<file path="src/rtl/memop_pkg.sv">
`timescale 1ns/1ps
package memop_pkg;
  localparam int unsigned DW  = 16;
  localparam int unsigned AW  = DW - 1;
  localparam int unsigned NST = 8;

  // one-hot step indices, in issue order
  localparam int unsigned S_F1   = 0;
  localparam int unsigned S_F2   = 1;
  localparam int unsigned S_RA   = 2;
  localparam int unsigned S_RB   = 3;
  localparam int unsigned S_F3   = 4;
  localparam int unsigned S_IMM  = 5;
  localparam int unsigned S_EXEC = 6;
  localparam int unsigned S_ADV  = 7;

  typedef enum logic [2:0] {
    OP_ADD = 3'd0,
    OP_SUB = 3'd1,
    OP_AND = 3'd2,
    OP_OR  = 3'd3,
    OP_XOR = 3'd4,
    OP_SHR = 3'd5,
    OP_LDI = 3'd6,
    OP_BRZ = 3'd7
  } op_e;
endpackage

</file>
<file path="src/rtl/memop_seq.sv">
`timescale 1ns/1ps
module memop_seq #(
  parameter int unsigned N = 8
) (
  input  logic         clk_i,
  input  logic         rst_ni,
  output logic [N-1:0] state_o
);
  always_ff @(posedge clk_i or negedge rst_ni) begin
    if (!rst_ni) state_o <= N'(1);
    else         state_o <= {state_o[N-2:0], state_o[N-1]};
  end
endmodule

</file>
<file path="src/rtl/memop_alu.sv">
`timescale 1ns/1ps
module memop_alu
  import memop_pkg::*;
#(
  parameter int unsigned W = 16
) (
  input  op_e          op_i,
  input  logic [W-1:0] a_i,
  input  logic [W-1:0] b_i,
  input  logic         c_i,
  output logic [W-1:0] res_o,
  output logic         c_o,
  output logic         z_o
);
  logic [W:0] ext;

  always_comb begin
    ext   = '0;
    res_o = '0;
    c_o   = 1'b0;
    unique case (op_i)
      OP_ADD: begin
        ext   = {1'b0, a_i} + {1'b0, b_i};
        res_o = ext[W-1:0];
        c_o   = ext[W];
      end
      OP_SUB: begin
        ext   = {1'b0, a_i} - {1'b0, b_i};
        res_o = ext[W-1:0];
        c_o   = ext[W];          // borrow
      end
      OP_AND: res_o = a_i & b_i;
      OP_OR:  res_o = a_i | b_i;
      OP_XOR: res_o = a_i ^ b_i;
      OP_SHR: begin
        res_o = {c_i, a_i[W-1:1]};
        c_o   = a_i[0];
      end
      default: begin
        res_o = a_i;
        c_o   = c_i;
      end
    endcase
    z_o = (res_o == '0);
  end
endmodule

</file>
<file path="src/rtl/memop_pc.sv">
`timescale 1ns/1ps
module memop_pc #(
  parameter int unsigned AW = 15
) (
  input  logic          clk_i,
  input  logic          rst_ni,
  input  logic          adv_i,
  input  logic          taken_i,
  input  logic          long_i,
  input  logic [AW-1:0] tgt_i,
  output logic [AW-1:0] pc_o
);
  localparam logic [AW-1:0] STEP_SHORT = AW'(3);
  localparam logic [AW-1:0] STEP_LONG  = AW'(4);

  always_ff @(posedge clk_i or negedge rst_ni) begin
    if (!rst_ni)      pc_o <= '0;
    else if (adv_i) begin
      if (taken_i)    pc_o <= tgt_i;
      else if (long_i) pc_o <= pc_o + STEP_LONG;
      else            pc_o <= pc_o + STEP_SHORT;
    end
  end
endmodule

</file>
<file path="src/rtl/memop_core.sv">
`timescale 1ns/1ps
module memop_core
  import memop_pkg::*;
(
  input  logic          clk_i,
  input  logic          rst_ni,
  output logic [AW-1:0] addr_o,
  output logic [DW-1:0] wdata_o,
  input  logic [DW-1:0] rdata_i,
  output logic          we_o
);
  logic [NST-1:0] state;
  logic [AW-1:0]  pc_q;
  logic [AW-1:0]  a_addr_q, b_addr_q, dst_q;
  logic [DW-1:0]  tmp_a_q, tmp_b_q;
  logic [2:0]     op_bits;
  logic           op2_q, op1_q, op0_q;
  logic           c_q, z_q;
  op_e            op;
  logic [DW-1:0]  alu_res;
  logic           alu_c, alu_z;
  logic           alu_op;

  assign op_bits = {op2_q, op1_q, op0_q};
  assign op      = op_e'(op_bits);
  assign alu_op  = (op != OP_LDI) && (op != OP_BRZ);

  memop_seq #(.N(NST)) u_seq (
    .clk_i  (clk_i),
    .rst_ni (rst_ni),
    .state_o(state)
  );

  memop_alu #(.W(DW)) u_alu (
    .op_i (op),
    .a_i  (tmp_a_q),
    .b_i  (tmp_b_q),
    .c_i  (c_q),
    .res_o(alu_res),
    .c_o  (alu_c),
    .z_o  (alu_z)
  );

  memop_pc #(.AW(AW)) u_pc (
    .clk_i  (clk_i),
    .rst_ni (rst_ni),
    .adv_i  (state[S_ADV]),
    .taken_i((op == OP_BRZ) && z_q),
    .long_i (op == OP_LDI),
    .tgt_i  (dst_q),
    .pc_o   (pc_q)
  );

  // read data arrives one step after its address was issued
  always_ff @(posedge clk_i or negedge rst_ni) begin
    if (!rst_ni) begin
      a_addr_q <= '0;
      b_addr_q <= '0;
      dst_q    <= '0;
      tmp_a_q  <= '0;
      tmp_b_q  <= '0;
      op2_q    <= 1'b0;
      op1_q    <= 1'b0;
      op0_q    <= 1'b0;
      c_q      <= 1'b0;
      z_q      <= 1'b0;
    end else begin
      if (state[S_F2]) begin
        a_addr_q <= rdata_i[AW-1:0];
        op2_q    <= rdata_i[DW-1];
      end
      if (state[S_RA]) begin
        b_addr_q <= rdata_i[AW-1:0];
        op1_q    <= rdata_i[DW-1];
      end
      if (state[S_RB])  tmp_a_q <= rdata_i;
      if (state[S_F3])  tmp_b_q <= rdata_i;
      if (state[S_IMM]) begin
        dst_q <= rdata_i[AW-1:0];
        op0_q <= rdata_i[DW-1];
      end
      if (state[S_EXEC] && alu_op) begin
        c_q <= alu_c;
        z_q <= alu_z;
      end
    end
  end

  always_comb begin
    addr_o = pc_q;
    if (state[S_F2])   addr_o = pc_q + AW'(1);
    if (state[S_RA])   addr_o = a_addr_q;
    if (state[S_RB])   addr_o = b_addr_q;
    if (state[S_F3])   addr_o = pc_q + AW'(2);
    if (state[S_IMM])  addr_o = pc_q + AW'(3);
    if (state[S_EXEC]) addr_o = dst_q;
  end

  assign we_o    = state[S_EXEC] && (op != OP_BRZ);
  assign wdata_o = (op == OP_LDI) ? rdata_i : alu_res;
endmodule

</file>
<file path="config.mk">
export PLATFORM = sky130hd
export DESIGN_NAME = memop_core
export DESIGN_NICKNAME = d
export VERILOG_FILES = /design/src/rtl/memop_pkg.sv /design/src/rtl/memop_seq.sv /design/src/rtl/memop_alu.sv /design/src/rtl/memop_pc.sv /design/src/rtl/memop_core.sv
export SDC_FILE = /design/constraint.sdc
export NUM_CORES = 1
export LEC_CHECK = 0
export BUFFER_PORTS_ARGS = -buffer_cell sky130_fd_sc_hd__buf_2
export CORE_MARGIN = 3
export CORE_UTILIZATION = 57
export CTS_CLUSTER_SIZE = 28
export DETAILED_ROUTE_END_ITERATION = 16
export PLACE_DENSITY = 0.78
export REMOVE_ABC_BUFFERS = 1
export SYNTH_ARGS = -nofsm -noshare
export SYNTH_HDL_FRONTEND = slang
export SYNTH_SLANG_ARGS = --single-unit
</file>
<file path="constraint.sdc">
create_clock -name clk_i -period 3.15 [get_ports clk_i]
set_input_delay 0.315 -clock clk_i [delete_from_list [all_inputs] [get_ports clk_i]]
set_output_delay 0.315 -clock clk_i [all_outputs]
set_load 0.02 [all_outputs]
</file>
## After elaboration in Yosys (flattened, before gate mapping)

Cells that the tools add are included.

| word-level totals | value |
|---|---|
| register bits | 105 |
| bits in latches | 0 |
| memory bits (writable) | 0 |
| bits in read-only memories | 0 |
| input port bits | 18 |
| output and inout port bits | 32 |
| logic and storage cells | 50 |
| memories | 0 |

| operators by class | value |
|---|---|
| add/subtract/negate cells | 6 |
| multipliers | 0 |
| divide/modulo/power cells | 0 |
| $lt $le $gt $ge | 0 |
| equal/unequal tests | 9 |
| shift-type cells | 0 |
| multiplexer cells | 11 |
| bitwise gates (word level) | 3 |
| reductions and logical operators | 9 |

Operators by type and width:

| kind | count |
|---|---|
| $mux W15 | 8 |
| $pmux W16 S6 | 1 |
| $add A15 B2 Y15 const B | 2 |
| $add A16 B16 Y17 | 1 |
| $sub A16 B16 Y17 | 1 |
| $and A16 B16 Y16 | 1 |
| $logic_not A16 Y1 | 1 |
| $mux W16 | 1 |
| $or A16 B16 Y16 | 1 |
| $xor A16 B16 Y16 | 1 |
| $add A15 B1 Y15 const B | 1 |
| $add A15 B3 Y15 const B | 1 |
| $eq A3 B3 Y1 const B | 4 |
| $eq A3 B2 Y1 const B | 2 |
| $ne A3 B3 Y1 const B | 2 |
| $logic_and A1 B1 Y1 | 4 |
| $pmux W1 S4 | 1 |
| $reduce_bool A4 Y1 | 1 |
| $eq A3 B1 Y1 const B | 1 |
| $logic_not A3 Y1 | 1 |
| $reduce_or A3 Y1 | 1 |
| $reduce_and A2 Y1 | 1 |

## Longest topological paths before layout

| logic depth | value |
|---|---|
| depth after elaboration | 7 |
| mapped depth | 13 |

## Cells and area by module

A second synthesis with hierarchy kept.

| second synthesis, totals | value |
|---|---|
| cell total of the unflattened synthesis | 1030 |
| area, all modules | 8938.6 sq um |

By module, submodules not included:

| module | instances | cells each | area each (sq um) | sequential area each (sq um) |
|---|---|---|---|---|
| memop_core | 1 | 473 | 4849.7 | 2052.0 |
| memop_alu | 1 | 434 | 2927.8 | 0.0 |
| memop_pc | 1 | 115 | 959.7 | 375.4 |
| memop_seq | 1 | 8 | 201.4 | 201.4 |

## Worst setup path before layout

OpenSTA, ideal clock, no wires.

| path | value |
|---|---|
| path kind | flip-flop to output port |
| start point | register tmp_a_q[1] |
| end point | output wdata_o[15] |
| data arrival time | 2.987 ns |
| data required time | 2.835 ns |
| path slack | -0.152 ns |
| cell stages (with the launch flop) | 11 |
| cell sequence | dfrtp_1 -> inv_1 -> ha_1 -> a211oi_1 -> o21ai_0 -> a21o_1 -> a21o_1 -> o41a_1 -> o211ai_1 -> o221ai_1 -> o21ai_0 |

| on the way | value |
|---|---|
| longest elaborated chain between the ends | 3 |
| elaborated cells between the ends (all ways) | 4 |
| those cells by class | add/sub (2); mux (2) |

Ends and longest elaborated chain:

| what | RTL line | source |
|---|---|---|
| from (decl) | memop_core.sv:15 | `logic [DW-1:0] tmp_a_q, tmp_b_q;` |
| from (signal assigned) | memop_core.sv:76 | `if (state[S_RB]) tmp_a_q <= rdata_i;` |
| $sub A16 B16 Y17 or $add A16 B16 Y17 (tied branches) | memop_alu.sv:28, memop_alu.sv:23 |  |
| $pmux W16 S6 (*) | memop_alu.sv:21 | `unique case (op_i)` |
| $mux W16 (*) | memop_core.sv:100 | `assign wdata_o = (op == OP_LDI) ? rdata_i : alu_res;` |
| to (decl) | memop_core.sv:8 | `output logic [DW-1:0] wdata_o,` |

Every way passes the cells marked *; elsewhere a longest branch is shown, timed or not.

## Final worst setup path

| path | value |
|---|---|
| start point | register tmp_b_q[0] |
| end point | output wdata_o[10] |

| on the way | value |
|---|---|
| longest elaborated chain between the ends | 3 |
| elaborated cells between the ends (all ways) | 4 |
| those cells by class | add/sub (2); mux (2) |

Ends and longest elaborated chain:

| what | RTL line | source |
|---|---|---|
| from (decl) | memop_core.sv:15 |  |
| from (signal assigned) | memop_core.sv:77 | `if (state[S_F3]) tmp_b_q <= rdata_i;` |
| $sub A16 B16 Y17 or $add A16 B16 Y17 (tied branches) | memop_alu.sv:28, memop_alu.sv:23 |  |
| $pmux W16 S6 (*) | memop_alu.sv:21 |  |
| $mux W16 (*) | memop_core.sv:100 |  |

Marks and branches as above.

==> key figures <==
Timing
  • RSZ-0062 raised after global routing: true
  • Final hold vios: 0
  • Setup violations, final: 13
  • Setup TNS: -3.93 ns
  • Worst slew pin tran: 0.901 ns
  • Final Cycle Share: 1.19
  • Min Tclk post-route: 3.76 ns
  • Worst rel slew slack: 0.399
  • Setup ws final: -0.614 ns
  • Highest clock rate: 266 MHz
  • Max Slew Vio Count: 0
  • Clk_skew: 0.0122 ns

Global route
  • Largest net degree at the start of global routing: 47
  • Total Routing Usage GR: 0.360
  • Initial antenna violation count: 0
  • First-pass GRT wire length: 47200 um
  • Vias in the first global route: 8898
  • GRT overflow: 0

Worst setup path
  • Crit end category: output pin
  • CP max FO: 4
  • Slowest CP cell: a2111oi_4
  • WP data required: 2.83 ns
  • CP max stage delay: 0.42 ns
  • Critical path class: reg -> out
  • Largest delay contributor family on the critical path: compound AO/OA/AOI/OAI gates
  • Worst r2r src: tmp_b_q[0]$_DFFE_PN0P_
  • CP bufs+invs: 4
  • Crit path from: tmp_b_q[0]$_DFFE_PN0P_
  • Setup crit start kind: flop
  • WP data arrival: 3.45 ns
  • Crit-path most repeated cell: buf_6
  • Crit path cell chain: ha_2 > inv_2 > fa_2 > nand2b_4 > a211o_4 > buf_6 > a2111oi_4 > o21ai_1 > and3_1 > a211o_1 > buf_6 > o21ai_2 > buf_6

Power and ir drop
  • Worst vdd ir: 0.234 mV
  • Combinational Power Share: 0.025
  • Power per cell area: 238 nW/um^2
  • Cell Int Power: 1.99 mW
  • Leak pwr: 4.83 nW
  • Switching share of power: 0.239
  • Clock Power Share: 0.461
  • Sw power: 627 uW
  • Seq pwr share: 0.514

Clock tree
  • Clock slew at reported path FFs: 0.08 ns
  • CTS tree: yes
  • Max clock buf depth: 2
  • TritonCTS Buffers: 9
  • CTS H-tree lvls: 3
  • CTS Root Buffer Type: clkbuf_16
  • Num Clock Sinks: 105
  • Worst skew pair latency: 0.36 ns

Placement
  • Area post-placement: 9600 um^2
  • I/O Buffers: 49
  • Post-Place Worst Slack: -0.284 ns
  • Placer congestion estimate: 1.03
  • Hpwl dp: 19700 um

Cells and area
  • P&R area growth vs syn: 28.9%
  • Commonest cells after routing, fill and taps aside: nand2_1 (146), buf_4 (146), o21ai_0 (101)
  • Nets: 1287
  • Ant diodes: 0
  • Filler cells: 1034
  • Fin area: 11000 um^2
  • Share of cells above drive strength 1: 0.333

Die
  • Die X: 128 um
  • Core Rows: 44
  • Core area: 14600 um^2
  • Die area: 16500 um^2
  • Starting density of the core: 0.585
  • I/O pin count: 50
  • Die Span Y: 128 um

Routing
  • WL final: 30400 um
  • Initial DRT Pass Iterations: 6
  • Final ANT Viol Nets: 0
  • Post-DR wirelength/cell: 21.7 um
  • DRC errors left: 0
  • Via-to-Cell Ratio: 6.56
  • Via count: 9202
  • 1st-iter DRT viols: 1146

Outcome
  • Failing checks: setup timing
  • Outcome: complete, but fails checks

Job
  • Max-Cap Viols: 0

Synth
  • Post-Syn Area: 8530 um^2
  • Number of cells produced by synthesis: 1068
  • EDFF count, synth: 0
  • Flops & latches, synth: 105
  • Main flop type after synthesis: dfrtp_1
  • YS warnings: 0
  • Count of unique library cells instantiated by Yosys: 81
  • Syn Area/Cell: 7.99 um^2
  • Seq/Total Area, Yosys: 0.308
  • Async S/R FF share, synth: 1.00

Worst hold path
  • HP Class: in -> reg
  • Min-delay src: rdata_i[14]
## per-stage QoR
stage	hold slack (ns)	power, mW	cells	utilization
6_report	0.226	2.62	1403	0.754
5_1_grt	0.253	2.69	1403	0.754
4_1_cts	0.216	2.64	1387	0.732
3_5_place_dp	0.382	1.44	1341	0.658
3_3_place_gp	0.376	1.44	1341	0.658
2_1_floorplan	0.0194	1.37	987	-
## tightest hold or removal path, cell delays in order
cell and delay, ns:
buf_2 0.13, nand2_1 0.05, o21ai_0 0.06
## logic make-up (layout without fill, tap and decap cells)
group           count (synthesis)  after routing  synth area share
compound gates                336            336             0.253
xor+xnor                       34             34            0.0349
fa+ha+maj                      55             55            0.0824
buf+inv                       137            288            0.0635
flops                         105            105             0.308
mux                            62             62            0.0790
simple gates                  339            339             0.179
## per-layer routing
layer / routed length, um / part of all wire / up-vias / global-route usage
met2: 14200 / 0.47 / 590 / 0.586
met5: 0 / 0 / - / 0
met3: 2590 / 0.085 / 177 / 0.0519
met1: 11700 / 0.38 / 4340 / 0.469
li1: - / - / 4095 / -
met4: 1980 / 0.065 / 0 / 0.184
## cells in the mapped netlist (all sizes together), types with 11 or more instances
cell	n	area [um^2]
mux2i	19	190
nor3	18	90.1
mux2	43	484
o211ai	11	82.6
o21ai	112	561
xnor2	24	210
nand2	153	574
ha	53	663
inv	55	206
dfrtp	104	2600
a21oi	77	393
a211oi	15	123
o22ai	17	106
clkbuf	59	221
nand3	20	100
buf	22	110
nor2	82	308
## power groups by stage
stage | Clock (mW) | Sequential (mW) | Combinational [mW]
finish | 1.21 | 1.35 | 0.0645
global route | 1.28 | 1.35 | 0.0708
CTS | 1.22 | 1.35 | 0.0655
detailed placement | 0 | 1.37 | 0.0643
global placement | 0 | 1.37 | 0.0636
floorplan | 0 | 1.37 | 0.000658
## repair_timing
item / 4_1_cts / 5_1_grt
pin swaps: 38 / 42
endpoints found under the hold margin: 8 / 0
gates cloned: 0 / 0
setup buffers: 29 / 19
gates resized for setup: 130 / 58
hold buffers: 1 / 0
endpoints found under the setup margin: 15 / 21
## path summary, 6_finish.rpt
path | to | slack (ns) | depth (start not counted)
worst max-delay path | wdata_o[10] | -0.61 | 13
worst min-delay path | tmp_a_q[14]$_DFFE_PN0P_ | 0.23 | 3
worst max register to register | z_q$_DFFE_PN0P_ | -0.55 | 15
worst min register to register | u_seq.state_o[1]$_DFF_PN0_ | 0.39 | 0
max in group asynchronous | u_pc.pc_o[10]$_DFFE_PN0P_ | 1.91 | 3
min in group asynchronous | tmp_a_q[9]$_DFFE_PN0P_ | 0.52 | 2
## area by class of cell
class | instances | area (um^2) | share of cell area
inverter | 56 | 218 | 0.0198
tap | 184 | 230 | 0.0209
clock buffer | 9 | 225 | 0.0205
clock inverter | 7 | 82.6 | 0.00751
timing repair buffer | 216 | 1650 | 0.150
sequential | 105 | 2640 | 0.240
multi-input combinational | 826 | 5950 | 0.541
## registers in the layout (all words and copies together) (netlist names), 8 cells and up
name           cells
dst_q             15
a_addr_q          15
u_seq.state_o      8
tmp_b_q           16
u_pc.pc_o         15
tmp_a_q           16
b_addr_q          15
(Power assumes the default switching activity.)
